===== src/rtl/wsa_pkg.sv =====
package wsa_pkg;
  localparam int unsigned SLOT_W = 64;
  localparam int unsigned OP_W   = 8;
  localparam int unsigned REG_W  = 4;
  localparam int unsigned OFF_W  = 16;
  localparam int unsigned IMM_W  = 32;
  localparam int unsigned MODE_W = 3;
  localparam logic [MODE_W-1:0] MODE_IMM     = '0;
  localparam logic [OP_W-1:0]   OP_LD_DW_IMM = 8'h18;

  // packed order matches slot layout, MSB first
  typedef struct packed {
    logic [IMM_W-1:0] imm;
    logic [OFF_W-1:0] off;
    logic [REG_W-1:0] src;
    logic [REG_W-1:0] dst;
    logic [OP_W-1:0]  op;
  } insn_t;

  typedef struct packed {
    insn_t             f;
    logic              wide;
    logic              illegal;
    logic [SLOT_W-1:0] imm64;
  } out_t;
endpackage


===== src/rtl/wsa_decode.sv =====
module wsa_decode
  import wsa_pkg::*;
(
  input  logic [SLOT_W-1:0] slot_i,
  output insn_t             insn_o,
  output logic              wide_o,
  output logic              illegal_o
);
  assign insn_o    = insn_t'(slot_i);
  assign wide_o    = (insn_o.op == OP_LD_DW_IMM);
  assign illegal_o = (insn_o.op[OP_W-1 -: MODE_W] == MODE_IMM) && !wide_o;
endmodule


===== src/rtl/wsa_pair.sv =====
module wsa_pair
  import wsa_pkg::*;
(
  input  logic              clk_i,
  input  logic              rst_ni,
  input  logic              accept_i,
  input  logic              last_i,
  input  logic [SLOT_W-1:0] slot_i,
  input  insn_t             insn_i,
  input  logic              wide_i,
  input  logic              illegal_i,
  output logic              emit_o,
  output out_t              out_o,
  output logic              trunc_o
);
  logic  waiting_q;
  insn_t held_q;
  logic  trunc_q;
  logic  first_wide;

  assign first_wide = accept_i && !waiting_q && wide_i;

  always_ff @(posedge clk_i or negedge rst_ni) begin
    if (!rst_ni) begin
      waiting_q <= 1'b0;
      held_q    <= '0;
      trunc_q   <= 1'b0;
    end else begin
      trunc_q <= first_wide && last_i;
      if (accept_i) waiting_q <= first_wide && !last_i;
      if (first_wide && !last_i) held_q <= insn_i;
    end
  end

  // second half of a pair, or any non-wide first slot
  assign emit_o  = accept_i && (waiting_q || !wide_i);
  assign trunc_o = trunc_q;

  always_comb begin
    if (waiting_q) begin
      out_o.f       = held_q;
      out_o.wide    = 1'b1;
      out_o.illegal = 1'b0;
      out_o.imm64   = slot_i;
    end else begin
      out_o.f       = insn_i;
      out_o.wide    = 1'b0;
      out_o.illegal = illegal_i;
      out_o.imm64   = '0;
    end
  end
endmodule


===== src/rtl/wsa_out_reg.sv =====
module wsa_out_reg
  import wsa_pkg::*;
(
  input  logic clk_i,
  input  logic rst_ni,
  input  logic load_i,
  input  out_t data_i,
  input  logic ready_i,
  output logic valid_o,
  output out_t data_o,
  output logic free_o
);
  always_ff @(posedge clk_i or negedge rst_ni) begin
    if (!rst_ni) begin
      valid_o <= 1'b0;
      data_o  <= '0;
    end else if (load_i) begin
      valid_o <= 1'b1;
      data_o  <= data_i;
    end else if (ready_i) begin
      valid_o <= 1'b0;
    end
  end

  assign free_o = !valid_o || ready_i;
endmodule


===== src/rtl/wide_slot_asm.sv =====
module wide_slot_asm
  import wsa_pkg::*;
(
  input  logic              clk_i,
  input  logic              rst_ni,
  input  logic              slot_valid_i,
  input  logic [SLOT_W-1:0] slot_data_i,
  input  logic              slot_last_i,
  output logic              slot_ready_o,
  output logic              ins_valid_o,
  input  logic              ins_ready_i,
  output logic [OP_W-1:0]   ins_opcode_o,
  output logic [REG_W-1:0]  ins_dst_o,
  output logic [REG_W-1:0]  ins_src_o,
  output logic [OFF_W-1:0]  ins_off_o,
  output logic [IMM_W-1:0]  ins_imm_o,
  output logic              ins_wide_o,
  output logic [SLOT_W-1:0] ins_imm64_o,
  output logic              ins_illegal_o,
  output logic              trunc_err_o
);
  insn_t dec_insn;
  logic  dec_wide, dec_illegal;
  logic  accept, emit, free;
  out_t  pair_out, reg_out;

  assign accept = slot_valid_i && free;

  wsa_decode u_dec (
    .slot_i    (slot_data_i),
    .insn_o    (dec_insn),
    .wide_o    (dec_wide),
    .illegal_o (dec_illegal)
  );

  wsa_pair u_pair (
    .clk_i     (clk_i),
    .rst_ni    (rst_ni),
    .accept_i  (accept),
    .last_i    (slot_last_i),
    .slot_i    (slot_data_i),
    .insn_i    (dec_insn),
    .wide_i    (dec_wide),
    .illegal_i (dec_illegal),
    .emit_o    (emit),
    .out_o     (pair_out),
    .trunc_o   (trunc_err_o)
  );

  wsa_out_reg u_out (
    .clk_i   (clk_i),
    .rst_ni  (rst_ni),
    .load_i  (emit),
    .data_i  (pair_out),
    .ready_i (ins_ready_i),
    .valid_o (ins_valid_o),
    .data_o  (reg_out),
    .free_o  (free)
  );

  assign slot_ready_o  = free;
  assign ins_opcode_o  = reg_out.f.op;
  assign ins_dst_o     = reg_out.f.dst;
  assign ins_src_o     = reg_out.f.src;
  assign ins_off_o     = reg_out.f.off;
  assign ins_imm_o     = reg_out.f.imm;
  assign ins_wide_o    = reg_out.wide;
  assign ins_imm64_o   = reg_out.imm64;
  assign ins_illegal_o = reg_out.illegal;
endmodule


===== config.mk =====
export PLATFORM = sky130hd
export DESIGN_NAME = wide_slot_asm
export DESIGN_NICKNAME = d
export VERILOG_FILES = /design/src/rtl/wsa_pkg.sv /design/src/rtl/wsa_decode.sv /design/src/rtl/wsa_pair.sv /design/src/rtl/wsa_out_reg.sv /design/src/rtl/wide_slot_asm.sv
export SDC_FILE = /design/constraint.sdc
export NUM_CORES = 1
export LEC_CHECK = 0
export ABC_CLOCK_PERIOD_IN_PS = 2300
export BUFFER_PORTS_ARGS = -buffer_cell sky130_fd_sc_hd__buf_2
export CORE_ASPECT_RATIO = 1.25
export CORE_MARGIN = 2
export CORE_UTILIZATION = 42
export CTS_BUF_LIST = sky130_fd_sc_hd__clkbuf_16
export CTS_CLUSTER_DIAMETER = 200
export DETAILED_ROUTE_END_ITERATION = 12
export GPL_TIMING_DRIVEN = 0
export PLACE_DENSITY = 0.66
export SYNTH_ARGS = -nofsm -noshare
export SYNTH_HDL_FRONTEND = slang
export SYNTH_SLANG_ARGS = --single-unit

===== constraint.sdc =====
create_clock -name clk_i -period 2.3 [get_ports clk_i]
set_input_delay 0.23 -clock clk_i [delete_from_list [all_inputs] [get_ports clk_i]]
set_output_delay 0.23 -clock clk_i [all_outputs]
set_load 0.005 [all_outputs]

==> results of run 1 <==
cells in the mapped netlist, drive strengths merged:
| cell | count | area (um2) |
|---|---|---|
| nor4 | 1 | 6.26 |
| mux2 | 56 | 781 |
| nand4b | 1 | 8.76 |
| buf | 10 | 77.6 |
| nor3 | 2 | 10.0 |
| clkbuf | 39 | 146 |
| dfrtp | 197 | 4930 |
| a21o | 1 | 7.51 |
| nand2b | 2 | 12.5 |
| nor2b | 6 | 37.5 |
| and3 | 1 | 6.26 |
| o41ai | 1 | 8.76 |
| or4 | 1 | 11.3 |
| a22o | 64 | 561 |
| mux2i | 64 | 641 |
| nand3 | 1 | 5.00 |
| nor4b | 1 | 23.8 |
| a21oi | 130 | 651 |
| and2 | 2 | 12.5 |
| nand2 | 8 | 30.0 |
| or2 | 2 | 12.5 |
cell type report:
class                   count  area (um2)  area share [%]
flip-flops and latches    197        4930            49.6
plain buffers              46         225            2.27
diodes                      2        5.00          0.0504
repair buffers            203        1050            10.6
well taps                 232         290            2.92
clock inverters            15         175            1.76
multi-input cells         344        2840            28.5
clock buffers              17         425            4.28
worst paths after layout:
path | endpoint | cells after the start
setup / recovery | u_out.data_o[19] | 5
hold / removal | u_out.data_o[13] | 2
setup reg to reg | u_out.data_o[19] | 5
hold reg to reg | u_pair.held_q[4] | 1
max in group asynchronous | u_out.data_o[53] | 3
min in group asynchronous | u_out.data_o[18] | 2
power by group:
part	switching (mW)	internal [mW]	leakage (nW)	total (mW)
registers	0.0955	3.64	2.56	3.73
clock network	1.37	1.72	0.290	3.09
logic	0.420	0.287	2.11	0.707
total	1.89	5.64	4.95	7.53
sequential cells by signal, indices dropped and copies added (netlist names):
signal	cells
u_out.data_o	130
u_out.valid_o	1
u_pair.held_q	64
u_pair.trunc_o	1
u_pair.waiting_q	1
metal layers:
| metal | wire [um] | part of all wire, % |
|---|---|---|
| met1 | 9330 | 45 |
| met2 | 10200 | 49 |
| met3 | 955 | 4.6 |
| met4 | 400 | 1.9 |
| met5 | 0 | 0 |
kinds of logic (layout without fill, tap and decap cells):
logic type | after synthesis | count (layout) | synth area share (%)
flip-flops | 197 | 197 | 61.8
AO/OA/AOI/OAI | 196 | 196 | 15.4
other | 0 | 2 | 0
multiplexers | 120 | 120 | 17.8
buffers and inverters | 49 | 281 | 2.81
AND/OR/NAND/NOR | 28 | 28 | 2.21
repair_timing:
item / CTS / global route
resized for setup: 6 / 10
hold endpoints to repair: 83 / 0
hold buffers: 1 / 0
endpoints found under the setup margin: 120 / 83
buffers inserted: 0 / 0
worst reg2reg max path, stage by stage (launching register included):
cell and delay (ns):
dfrtp_1 0.40, nand2b_1 0.18, and2_1 0.43, nand2_2 0.34, clkbuf_1 0.38, a22o_1 0.32
per-stage QoR:
step	hold slack [ns]	cells	setup TNS (ns)	setup WS (ns)	utilization (%)
final	0.0361	1056	0	0.147	53.1
after global routing	0.0256	1056	-0.000792	-0.000792	53.1
after CTS	0.0242	1055	0	0.00223	53.1
after detailed placement	0.272	1024	-21.22	-0.246	49.8
after global placement	0.451	1023	-481.24	-2.36	49.6
after floorplan	-0.0656	590	0	0.457	-
==> flow_summary.toml, run 1 <==
[die]
core_mm2 = 0.0187
die_area_mm2 = 0.0201
initial_core_util_pct = 42.6
ioPinCount = 202
die_h_um = 158
die_w_um = 127
num_rows = 56

[grt]
overflow = 0
top_usage_layer = "met2"
met1_usage_pct = 28.5
globalRouteMet2Util_pct = 33.8
grt_usage_pct = 21.1
grt_pass1_wl_um = 32500
grt_max_degree = 115
antenna_found_initial = 2
grt_pass1_vias = 5716
gr-usage-met3_pct = 4.77

[min_path]
hold_class = "in2reg"
min-delay-start = "slot_data_i[13]"

[placed_design]
gp_routability_congestion = 0.757
placed_area_mm2 = 0.00932
dp_hpwl_um = 14200
io_buffers = 201

[timing]
max_freq_mhz = 465
relSlewSlack_pct = 40.3
finalCritPeriodShare_pct = 93.6
drv_slew = 0
hold_viol = 0
setup_violations = 0
worst_pin_slew_ns = 0.895
period_needed_ns = 2.15
fin_worst_skew_ns = 0.00883

[logic_synthesis]
synthesis.area_mm2 = 0.00798
synth_cells = 590
synth_cell_types = 24
synthesis.nets = 659
yosys_register_bits = 197
ys_seq_area_share_pct = 61.8
syn_area_per_cell_um2 = 13.5
yosys_warnings = 0

[run_status]
outcome = "completed"

[setup_path]
crit_type = "reg2reg"
end_kind = "flop"
cp_slowest_cell = "and2_1"
worst-path-buf-inv = 1
start_kind = "flop"
critical-path-top-delay-family = "simple AND/OR/NAND/NOR gates"
max_stage_delay_ns = 0.43
required_ns = 2.62
crit_path_max_fanout = 10
worst-r2r-setup-slack_ns = 0.15
r2r_start = "u_out.valid_o"
critPathArrivalTime_ns = 2.47
crit_start = "u_out.valid_o"
path_cells = "nand2b_1 -> and2_1 -> nand2_2 -> clkbuf_1 -> a22o_1"

[routing]
ant_nets = 0
routed_wl_um = 20900
dr_total_vias = 5631
drc = 0
via_per_inst = 5.33
wire_per_inst_um = 19.8
drt-pass1-iter-count = 6
drt_iter0_drc = 326

[clock_tree]
cts_tree = "done"
cts-htree-levels = 4
clock_sinks = 197
cts_made_buffers = 17
clkTransAtPathRegs_ns = 0.07
root_buffer = "clkbuf_16"
clock_latency_ns = 0.43
clk_path_buf_depth = 2

[cells_and_area]
layout.cells.most_common = "buf_2"
nets = 878
stdcell_area_mm2 = 0.00994
syn_to_final_growth_pct = 24.6
drive_gt1_share_pct = 38.0
fillerInstances = 1628
final_cell_mix = "buf_2 (202), dfrtp_1 (197), a21oi_1 (130)"

[power_and_ir_drop]
powerDensity_mw_per_mm2 = 757
ir_drop_uv = 500
p_leak_nw = 4.95
p_total_mw = 7.53

[job]
cap_violations = 0
(Power assumes the default switching activity.)
==> run 2, diff against run 1 <==
- PLACE_DENSITY: 0.66 -> not set
- SYNTH_HIERARCHICAL: not set -> 1
==> run 2 against run 1 <==
  * Worst setup slack improved by 0.014 ns
  * Critical path type unchanged
  * Clock-buffer cell count unchanged
  * Die area grew 17%
  * Critical path depth rose by 2
  * Design area grew 15%
  * Non-clock buffer count grew 54
  * Sequential share of layout area shrank 6.4 points
  * Fmax up 0.65%
  * Sequential power up 2%
  * Total power up 5.4%
  * Synthesized area rose by 18%
  * Worst hold slack improved by 0.072 ns
==> flow_summary.toml, run 2 <==
[setup_path]
timing.rr.end = "u_out/data_o[71]"
path_cells = "buf_4 -> inv_1 -> a21boi_0 -> buf_6 -> buf_8 -> buf_6 -> mux2_4"
crit_start = "u_pair/waiting_q"
r2r_cells = 7
r2r_start = "u_pair/waiting_q"
crit_path_max_fanout = 19
critical-path-top-delay-family = "buffers and inverters"
critPathArrivalTime_ns = 2.44
worst-path-buf-inv = 5
worst-r2r-setup-slack_ns = 0.16
crit_path_end = "u_out/data_o[71]"
cp_slowest_cell = "dfrtp_1"
end_kind = "flop"
cp_num_cells = 7
crit_type = "reg2reg"
start_kind = "flop"
timing.critical_path.mode_cell = "buf_6"
max_stage_delay_ns = 0.44
required_ns = 2.60

[die]
num_rows = 61
ioPinCount = 202
die_h_um = 171
core_mm2 = 0.0221
die_area_mm2 = 0.0236
initial_core_util_pct = 42.5
die_w_um = 138

[clock_tree]
clkTransAtPathRegs_ns = 0.07
cts-htree-levels = 4
cts_made_buffers = 17
post_cts_buffers = 0
clock_sinks = 197
clock_latency_ns = 0.43
clk_path_buf_depth = 2
cts_tree = "done"
root_buffer = "clkbuf_16"

[cells_and_area]
drive_gt1_share_pct = 61.6
nets = 923
largest_register_ffs = 130
final_cell_mix = "buf_2 (212), dfrtp_1 (197), mux2_2 (120)"
stdcell_area_mm2 = 0.0114
layout.cells.most_common = "buf_2"
largestRegisters = "u_out/data_o x130, u_pair/held_q x64"
num_antenna_cells = 0
syn_to_final_growth_pct = 21.4
max_flop_register = "u_out/data_o"

[routing]
routed_wl_um = 20000
wire_per_inst_um = 17.5
drt_iter0_drc = 155
drc = 0
via_per_inst = 4.81
dr_total_vias = 5526
ant_nets = 0
drt-pass1-iter-count = 4

[timing]
max_freq_mhz = 468
worst_pin_slew_ns = 0.683
period_needed_ns = 2.14
fin_worst_skew_ns = 0.0115
finalCritPeriodShare_pct = 93.0
setup_slack_ns = 0.161
setup_violations = 0
rsz0062_at_grt = "false"
drv_slew = 0
setup_tns_ns = 0
relSlewSlack_pct = 54.5
holdWs_ns = 0.108
hold_viol = 0

[logic_synthesis]
yosys_warnings = 6
synth_cells = 633
synthTopCellsByCount = "dfrtp_1 (197), mux2_2 (120), mux2_4 (89)"
synth_cell_types = 21
synth-edff-count = 0
syn_area_per_cell_um2 = 14.9
async_flop_share_pct = 100
yosysTopAreaCell = "dfrtp_1"
synth_area_leaders = "dfrtp_1 (52%), mux2_2 (14%), mux2_4 (14%), mux2_1 (5.9%), buf_4 (5.6%)"
yosys_register_bits = 197
synth_ff_type = "dfrtp_1"
synth_most_common_cell = "dfrtp_1"
ys_seq_area_share_pct = 52.4
yosysTopAreaCellShare_pct = 52.4
synthesis.area_mm2 = 0.00941
synthesis.nets = 702

[placed_design]
io_buffers = 201
dpl_worst_slack_ns = -0.205
placed_area_mm2 = 0.0108
dp_hpwl_um = 14600
gp_routability_congestion = 0.763

[min_path]
holdPathStages = 3
hold_class = "in2reg"

[power_and_ir_drop]
power_frac_seq_pct = 47.9
p_sw_mw = 1.83
ir_drop_uv = 492
p_clk_share_pct = 39.0
sw_frac_of_total_pct = 23.1
p_leak_nw = 6.06
intPower_mw = 6.11
p_total_mw = 7.94
comb_power_share_pct = 13.2
powerDensity_mw_per_mm2 = 695

[grt]
grt_usage_pct = 17.2
grt_pass1_vias = 5981
grt_pass1_wl_um = 31400
grt_max_degree = 112
antenna_found_initial = 0
overflow = 0

[job]
cap_violations = 0

[run_status]
outcome = "completed"
run 2: power groups by stage:
stage	clock network, mW	registers [mW]	logic (mW)
2_1_floorplan	0	3.86	0.583
3_3_place_gp	0	3.86	1.04
3_5_place_dp	0	3.87	1.07
4_1_cts	3.19	3.80	1.07
5_1_grt	3.33	3.82	1.14
6_report	3.09	3.80	1.05
run 2: kinds of logic after synthesis:
family	after synthesis	synth area share [%]
mux	258	34.4
compound gates	3	0.266
buf+inv	102	7.96
simple gates	73	4.98
flops	197	52.4
run 2: repair_timing:
| item | in CTS | in global routing |
|---|---|---|
| endpoints found under the hold margin | 86 | 0 |
| endpoints found under the setup margin | 130 | 0 |
| hold buffers | 1 | 0 |
| gates resized for setup | 1 | 0 |
run 2: worst min-delay path by stage:
| stage | startpoint | endpoint |
|---|---|---|
| 2_1_floorplan | rst_ni | u_out/data_o[0] |
| 3_3_place_gp | u_pair/held_q[50] | u_pair/held_q[50] |
| 3_5_place_dp | rst_ni | u_out/data_o[114] |
| 4_1_cts | ins_ready_i | u_out/valid_o |
| 5_1_grt | ins_ready_i | u_out/valid_o |
| 6_report | ins_ready_i | u_out/valid_o |
run 2: layout make-up:
type                    instances  area [um2]
clock inverters                13         180
plain buffers                 100         743
clock buffers                  17         425
multi-input cells             334        3730
flip-flops and latches        197        4930
well taps                     283         354
inverters                       1        3.75
fillers                      1986       10700
repair buffers                203        1050
run 2: worst register-to-register path: stages (launching register included):
cell and delay [ns]:
dfrtp_1 0.44, buf_4 0.32, inv_1 0.13, a21boi_0 0.24
buf_6 0.18, buf_8 0.18, buf_6 0.21, mux2_4 0.32
run 2: layer usage:
metal  wire length, um  GRT usage (%)  up-vias  share of wire (%)
li1                  -              -     2548                  -
met1              8220           21.1     2837                 41
met2             10700           30.1      118                 54
met3               759           3.33       23                3.8
met4               342           5.94        0                1.7
met5                 0              0        -                  0
run 2: per-stage QoR:
stage | cells | util [%]
floorplan | 633 | -
global placement | 1117 | 48.7
detailed placement | 1118 | 48.8
CTS | 1148 | 51.6
global route | 1148 | 51.6
finish | 1148 | 51.6
